<file path="src/rtl/rtc_pkg.sv">
package rtc_pkg;
    localparam int IDX_CFG   = 10;
    localparam int IDX_MODE  = 11;
    localparam int IDX_STAT  = 12;
    localparam int IDX_VALID = 13;
    // flag vector order: 0 update-end, 1 alarm, 2 periodic
    localparam int NFLAG     = 3;
    localparam int FLAG_LSB  = 4;
    localparam logic [7:0] VALID_VAL = 8'h80;
endpackage

</file>
<file path="src/rtl/rtc_store.sv">
module rtc_store #(
    parameter int NREG   = 64,
    parameter int DATA_W = 8,
    localparam int IDX_W = $clog2(NREG)
) (
    input  logic              clk,
    input  logic              rst_n,
    input  logic              we,
    input  logic [IDX_W-1:0]  idx,
    input  logic [DATA_W-1:0] wdata,
    output logic [DATA_W-1:0] rdata
);
    logic [DATA_W-1:0] mem_q [NREG];

    always_ff @(posedge clk) begin
        if (!rst_n) begin
            for (int i = 0; i < NREG; i++) mem_q[i] <= '0;
        end else if (we) begin
            mem_q[idx] <= wdata;
        end
    end

    assign rdata = mem_q[idx];
endmodule

</file>
<file path="src/rtl/rtc_ctrl.sv">
module rtc_ctrl #(
    parameter int DATA_W = 8
) (
    input  logic              clk,
    input  logic              rst_n,
    input  logic              cfg_we,
    input  logic              mode_we,
    input  logic [DATA_W-1:0] wdata,
    output logic [DATA_W-2:0] cfg_q,
    output logic [DATA_W-1:0] mode_q
);
    always_ff @(posedge clk) begin
        if (!rst_n) begin
            cfg_q  <= '0;
            mode_q <= '0;
        end else begin
            if (cfg_we)  cfg_q  <= wdata[DATA_W-2:0];
            if (mode_we) mode_q <= wdata;
        end
    end
endmodule

</file>
<file path="src/rtl/rtc_evt.sv">
module rtc_evt #(
    parameter int NFLAG = 3
) (
    input  logic             clk,
    input  logic             rst_n,
    input  logic [NFLAG-1:0] evt,
    input  logic [NFLAG-1:0] en,
    input  logic             clr,
    output logic [NFLAG-1:0] flags_q,
    output logic             irq
);
    logic [NFLAG-1:0] flags_d;

    always_comb begin
        flags_d = clr ? '0 : flags_q;
        flags_d = flags_d | evt;   // a coincident event survives the clear
    end

    always_ff @(posedge clk) begin
        if (!rst_n) flags_q <= '0;
        else        flags_q <= flags_d;
    end

    assign irq = |(flags_q & en);
endmodule

</file>
<file path="src/rtl/rtc_regbank.sv">
module rtc_regbank #(
    parameter int NREG   = 64,
    parameter int DATA_W = 8,
    localparam int IDX_W = $clog2(NREG)
) (
    input  logic              clk,
    input  logic              rst_n,
    input  logic              addr_we,
    input  logic [DATA_W-1:0] addr_wdata,
    input  logic              data_we,
    input  logic              data_re,
    input  logic [DATA_W-1:0] data_wdata,
    output logic [DATA_W-1:0] data_rdata,
    input  logic              uip_in,
    input  logic              upd_evt,
    input  logic              alm_evt,
    input  logic              per_evt,
    output logic [2:0]        div_sel,
    output logic [3:0]        rate_sel,
    output logic [DATA_W-1:0] mode_bits,
    output logic              irq_o
);
    import rtc_pkg::*;

    logic [IDX_W-1:0]  sel_idx;
    logic [IDX_W-1:0]  idx_wrap;
    logic [DATA_W-2:0] cfg_q;
    logic [DATA_W-1:0] mode_q;
    logic [NFLAG-1:0]  evt_flags;
    logic [DATA_W-1:0] store_rd;
    logic [DATA_W-1:0] rd_mux;
    logic [DATA_W-1:0] rdata_q;
    logic              is_ctrl;
    logic              irq_w;

    assign idx_wrap = IDX_W'(addr_wdata % NREG);

    always_ff @(posedge clk) begin
        if (!rst_n)       sel_idx <= '0;
        else if (addr_we) sel_idx <= idx_wrap;
    end

    assign is_ctrl = (sel_idx >= IDX_W'(IDX_CFG)) && (sel_idx <= IDX_W'(IDX_VALID));

    rtc_store #(.NREG(NREG), .DATA_W(DATA_W)) u_store (
        .clk   (clk),
        .rst_n (rst_n),
        .we    (data_we && !is_ctrl),
        .idx   (sel_idx),
        .wdata (data_wdata),
        .rdata (store_rd)
    );

    rtc_ctrl #(.DATA_W(DATA_W)) u_ctrl (
        .clk     (clk),
        .rst_n   (rst_n),
        .cfg_we  (data_we && sel_idx == IDX_W'(IDX_CFG)),
        .mode_we (data_we && sel_idx == IDX_W'(IDX_MODE)),
        .wdata   (data_wdata),
        .cfg_q   (cfg_q),
        .mode_q  (mode_q)
    );

    rtc_evt #(.NFLAG(NFLAG)) u_evt (
        .clk     (clk),
        .rst_n   (rst_n),
        .evt     ({per_evt, alm_evt, upd_evt}),
        .en      (mode_q[FLAG_LSB +: NFLAG]),
        .clr     (data_re && sel_idx == IDX_W'(IDX_STAT)),
        .flags_q (evt_flags),
        .irq     (irq_w)
    );

    always_comb begin
        unique case (sel_idx)
            IDX_W'(IDX_CFG):   rd_mux = {uip_in, cfg_q};
            IDX_W'(IDX_MODE):  rd_mux = mode_q;
            IDX_W'(IDX_STAT):  rd_mux = {irq_w, evt_flags, 4'b0000};
            IDX_W'(IDX_VALID): rd_mux = VALID_VAL;
            default:           rd_mux = store_rd;
        endcase
    end

    always_ff @(posedge clk) begin
        if (!rst_n)       rdata_q <= '0;
        else if (data_re) rdata_q <= rd_mux;
    end

    assign data_rdata = rdata_q;
    assign div_sel    = cfg_q[6:4];
    assign rate_sel   = cfg_q[3:0];
    assign mode_bits  = mode_q;
    assign irq_o      = irq_w;
endmodule

</file>
<file path="config.mk">
export PLATFORM = sky130hd
export DESIGN_NAME = rtc_regbank
export DESIGN_NICKNAME = d
export VERILOG_FILES = /design/src/rtl/rtc_pkg.sv /design/src/rtl/rtc_store.sv /design/src/rtl/rtc_ctrl.sv /design/src/rtl/rtc_evt.sv /design/src/rtl/rtc_regbank.sv
export SDC_FILE = /design/constraint.sdc
export NUM_CORES = 1
export LEC_CHECK = 0
export ABC_AREA = 1
export BUFFER_PORTS_ARGS = -buffer_cell sky130_fd_sc_hd__clkbuf_2
export CORE_UTILIZATION = 50
export CTS_CLUSTER_SIZE = 12
export DETAILED_ROUTE_END_ITERATION = 6
export GPL_TIMING_DRIVEN = 0
export HOLD_SLACK_MARGIN = 0.02
export PLACE_DENSITY = 0.66
export SLEW_MARGIN = 20
export SYNTH_ARGS = -nofsm -noshare
export SYNTH_HDL_FRONTEND = slang
export SYNTH_SLANG_ARGS = --single-unit
</file>
<file path="constraint.sdc">
create_clock -name clk -period 3.65 [get_ports clk]
set_clock_uncertainty 0.2 [all_clocks]
set_input_delay 0.365 -clock clk [delete_from_list [all_inputs] [get_ports clk]]
set_output_delay 0.365 -clock clk [all_outputs]
set_load 0.005 [all_outputs]
</file>
* Word level (Yosys, flattened, before mapping)
Memory sizes are Yosys's and may differ from the RTL's. A register that Yosys moved wholly into a read port is not among the register bits.
Cells that the tools add are included.
** Word-level totals
- Flip-flop bits (word level) :: 32
- Memory bits (writable) :: 512
- Memories kept :: 1
- Output and inout bits :: 24
** Cells by class
- Mux-type cells :: 11
- Reductions and logical operators :: 8
- Equality and inequality tests :: 4
- Bitwise logic cells :: 2
- Magnitude comparators :: 2
** Memories
- u_store.mem_q :: depth 64, bits a word 8, rd ports 1, clocked after Yosys merged registers in 1, write ports 64, line rtc_store.sv:13 : logic [DATA_W-1:0] mem_q [NREG];
** Operators by type and width (number)
- 8-bit one-hot mux with 4 select lines :: 1
- 6-bit by 4-bit equality test with 1-bit output, second input constant :: 4
- 6-bit two-way mux :: 3
- 8-bit two-way mux :: 1
- 8-bit OR reduction :: 1
- 6-bit by 4-bit greater-or-equal comparator with 1-bit output, second input constant :: 1
- 6-bit by 4-bit less-or-equal comparator with 1-bit output, second input constant :: 1
- 1-bit logical AND :: 5
- 1-bit two-way mux :: 5
- 3-bit AND :: 1
- 3-bit two-way mux :: 1
- 3-bit bitwise OR :: 1
- 3-bit OR reduction :: 1
- 1-bit zero test :: 1

* Longest topological paths before layout
- Word-level depth :: 9
- Gate-level depth with buffers :: 14
- Depth with buffers taken out :: 11

* Hierarchy
A second synthesis with hierarchy kept.
** Second synthesis, totals
- Cells, all modules :: 3045
- Area, all modules :: 25913.6 µm²
** Modules (own cells, without submodules)
- rtc_store :: area each 24324.6 µm², cells an instance 2807, instances 1, seq. area each 15374.7 µm²
- rtc_regbank :: area each 865.8 µm², cells an instance 133, instances 1, seq. area each 280.3 µm²
- rtc_ctrl :: area each 601.8 µm², cells an instance 87, instances 1, seq. area each 300.3 µm²
- rtc_evt :: area each 121.4 µm², cells an instance 18, instances 1, seq. area each 60.1 µm²

* Worst setup path after synthesis
Ideal clock, no wire load.
- Path kind :: register -> register
- Start point :: register sel_idx[3]
- End point :: memory u_store.mem_q[29][0], enable pin
- Slack :: 1023 ps
- Clock period less this slack :: 2627 ps
- Arrival time :: 2125 ps
- Cell stages (with the launch flop) :: 12
- Path through :: dfxtp_1 > buf_2 > clkinv_1 > nor2_1 > nand2_1 > inv_2 > nor3_2 > inv_2 > buf_2 > nor2_1 > nand2_1 > nand2_1
** RTL lines
- start, declared :: line rtc_regbank.sv:25 : logic [IDX_W-1:0] sel_idx;
- start signal, assigned :: line rtc_regbank.sv:40 : else if (addr_we) sel_idx <= idx_wrap;
- end, declared :: line rtc_store.sv:13

==> qor_table.md <==
| Quantity | Reported |
|---|---|
| Result of the run | completed |
| Time the worst path needs with I/O delays and setup | 3.61 ns |
| Most area-consuming cells after synthesis | edfxtp_1 63%, nand2_1 11%, nand3_1 9.9%, nor2_1 7.5%, dfxtp_1 3.1% |
| Lkg Pwr | 10.8 nW |
| Maximum operating frequency | 277 MHz |
| Number of instances in the synthesized netlist | 2,564 |
| Dominant synthesized flop cell | edfxtp_1 |
| Area of combinational cells with multiple inputs | 0.00784 mm² |
| Post-synthesis area per instance | 9.55 µm² |
| Number of detailed-routing iterations run before antenna repair | 6 |
| Summed instance area of the synthesized netlist | 0.0245 mm² |
| Total wirelength of the detailed-routed design | 81,300 µm |
| Cell Rows | 80 |
| Wire length of the first global-routing pass | 118,000 µm |
| Die Ht | 223 µm |
| Sum Neg Setup Slack | 0 ns |
| Total Power Consumption | 14.1 mW |
| Antenna-violating nets left | 0 |
| Setup-violating endpoint count in the final report | 0 |
| Vias in the first global route | 18,715 |
| Data arrival time of the critical path | 3.67 ns |
| Floorplan core area | 0.0480 mm² |
| Fraction of post-synthesis cell area in the top cell type by area | 62.8% |
| DR DRC count | 0 |
| Non-filler instance count after layout | 3,389 |
| Pwr per Cell Area | 506 mW/mm² |
| Overflow left after global routing | 0 |
| Pin count of the biggest net entering global routing | 18 |
| Clock root cell | clkbuf_16 |
| Clock-pin slew of the registers on the worst-case setup and hold paths | 0.06 ns |
| Overall die area | 0.0499 mm² |
| Via-to-Cell Ratio | 5.94 |
| Worst skew pair latency | 0.62 ns |
| CTS max path bufs | 3 |
| Area growth from synthesis to layout | 13.7% |
| Routed via count | 20,139 |
| Post-synth EDFFs | 512 |
| Diodes inserted | 0 |
| Worst Tran Pin Value | 1.23 ns |
| Count of placed standard cells including taps | 3,258 |
| Initial core utilization | 51.0% |
| Biggest fanout along the worst timing path | 9 |
| Tot GR Track Use | 32.9% |
| Final slew viol count | 0 |
| CP Data Required Time | 3.71 ns |
| Peak supply drop | 0.404 mV |
| Starting DRT DRC Count | 3,140 |
| Antenna violations before repair | 1 |
| Port Buffers | 46 |
| Number of buffers inserted during clock tree synthesis | 56 |
| Number of primary I/O pins | 49 |
| Chip Width | 223 µm |
| Critical path class | reg2reg |
| Routed wirelength normalized by instance count | 24.0 µm |
| Class of the tightest hold or removal check | in2reg |
| Synth unique cells | 21 |
| TritonCTS clock tree | yes |
| Relative slew slack | 17.8% |
| Warning count from the yosys run | 0 |
| Number of nets at the end of the flow | 2,756 |
| H-tree depth | 2 |
| HPWL after detailed placement | 58,400 µm |
| Post-synth ARST share | 0% |
| Synth area leader | edfxtp_1 |
| Final RePlAce weighted congestion | 1.01 |
| Period utilization | 98.8% |
| Hold violation total from the final report | 0 |
| Share of final-layout standard cells stronger than drive strength 1 | 6.63% |
| Flops & latches, synth | 550 |
| Crit. End Element | flop |
| Fillcell total | 4,150 |
| Number of sinks driven by the clock tree | 550 |
| Max Cap Violations | 0 |
| Footprint of the flip-flops and latches | 0.0161 mm² |
| Startpoint type of the worst setup path | flop |
| Seq/Total Area, Yosys | 65.9% |
[power breakdown]
group	internal (mW)	switching, mW
registers	7.12	0.0855
clock network	2.99	2.41
logic	0.335	1.16
[placed cells by master, fill, tap and decap left out, drive strengths merged, types with 22 or more instances in the layout]
cell	Yosys	final
nand2	727	727
edfxtp	512	512
nor2	492	492
nand3	482	482
clkbuf	155	286
a21oi	45	45
dfxtp	38	38
inv	31	33
conb	1	32
buf	23	30
o21ai	25	25
dlygate4sd3	0	24
clkinv	10	22
[cell usage after synthesis, drive strengths merged, types with 10 or more instances]
cell type,count
nand3,482
edfxtp,512
buf,23
o21ai,25
nor2,492
dfxtp,38
nand2,727
clkinv,10
a21oi,45
inv,31
nor3,13
clkbuf,155
[area by class of cell]
class / count / share of cell area [%]
Sequential cell: 550 / 57.9
Multi-Input combinational cell: 1826 / 28.2
Clock buffer: 85 / 5.72
Tap cell: 615 / 2.76
Buffer: 178 / 2.46
Timing Repair Buffer: 78 / 2.10
Inverter: 41 / 0.566
Clock inverter: 16 / 0.288
[metrics by stage]
step | area (µm²) | hold WS, ns | utilization [%] | setup slack [ns]
6_report | 27800 | 0.0850 | 58.0 | 0.0443
5_1_grt | 27800 | 0.151 | 58.0 | -0.00162
4_1_cts | 27700 | 0.0221 | 57.7 | -0.0708
3_5_place_dp | 25600 | 0.262 | 53.4 | -0.395
3_3_place_gp | 25600 | 0.256 | 53.3 | -0.953
2_1_floorplan | 24600 | 0.253 | - | 1.02
[worst max-delay path: stages (launching register included)]
cell and delay, ns:
dfxtp_1 0.47, inv_2 0.18, nand2_1 0.18, nor2_4 0.09, nand2_1 0.15, inv_2 0.09
nor3_4 0.30, inv_2 0.11, nor4_4 0.43, buf_4 0.31, nand2_1 0.26, nand2_1 0.47
[flip-flops by register name, indices dropped and copies added, names as in the netlist, named ones only]
register / cells
u_store.mem_q: 512
data_rdata: 8
u_ctrl.mode_q: 8
u_evt.flags_q: 3
sel_idx: 6
u_ctrl.cfg_q: 7
[path summary, 6_finish.rpt]
path	startpoint	to	slack [ns]	depth (start not counted)
hold reg to reg	u_ctrl.mode_q[7]	u_ctrl.mode_q[7]	0.28	2
setup reg to reg	sel_idx[4]	u_store.mem_q[52][2]	0.04	11
setup / recovery	sel_idx[4]	u_store.mem_q[52][2]	0.04	11
hold / removal	uip_in	data_rdata[7]	0.08	7
[logic make-up after synthesis]
logic type,after synthesis,share of synthesized area (%)
and+or+nand+nor,1723,29.2
buffers and inverters,219,3.38
DFF,550,65.9
other,1,0.0153
AOI/OAI and AO/OA,71,1.47
[timing repair]
action | 4_1_cts | 5_1_grt
endpoints found under the setup margin | 297 | 425
endpoints found under the hold margin | 29 | 0
hold buffers | 24 | 0
resized for setup | 18 | 35
setup buffers | 5 | 1
pin swaps | 1 | 1
[per-layer routing]
metal	wire length [µm]	GRT usage [%]	vias to the layer above	share of wire (%)
met2	36200	50.0	1331	45
met4	3970	15.6	0	4.9
met3	9820	6.26	244	12
li1	-	-	8969	-
met5	0	0	-	0
met1	31200	45.8	9595	38
Power figures use the tool's default switching activity.
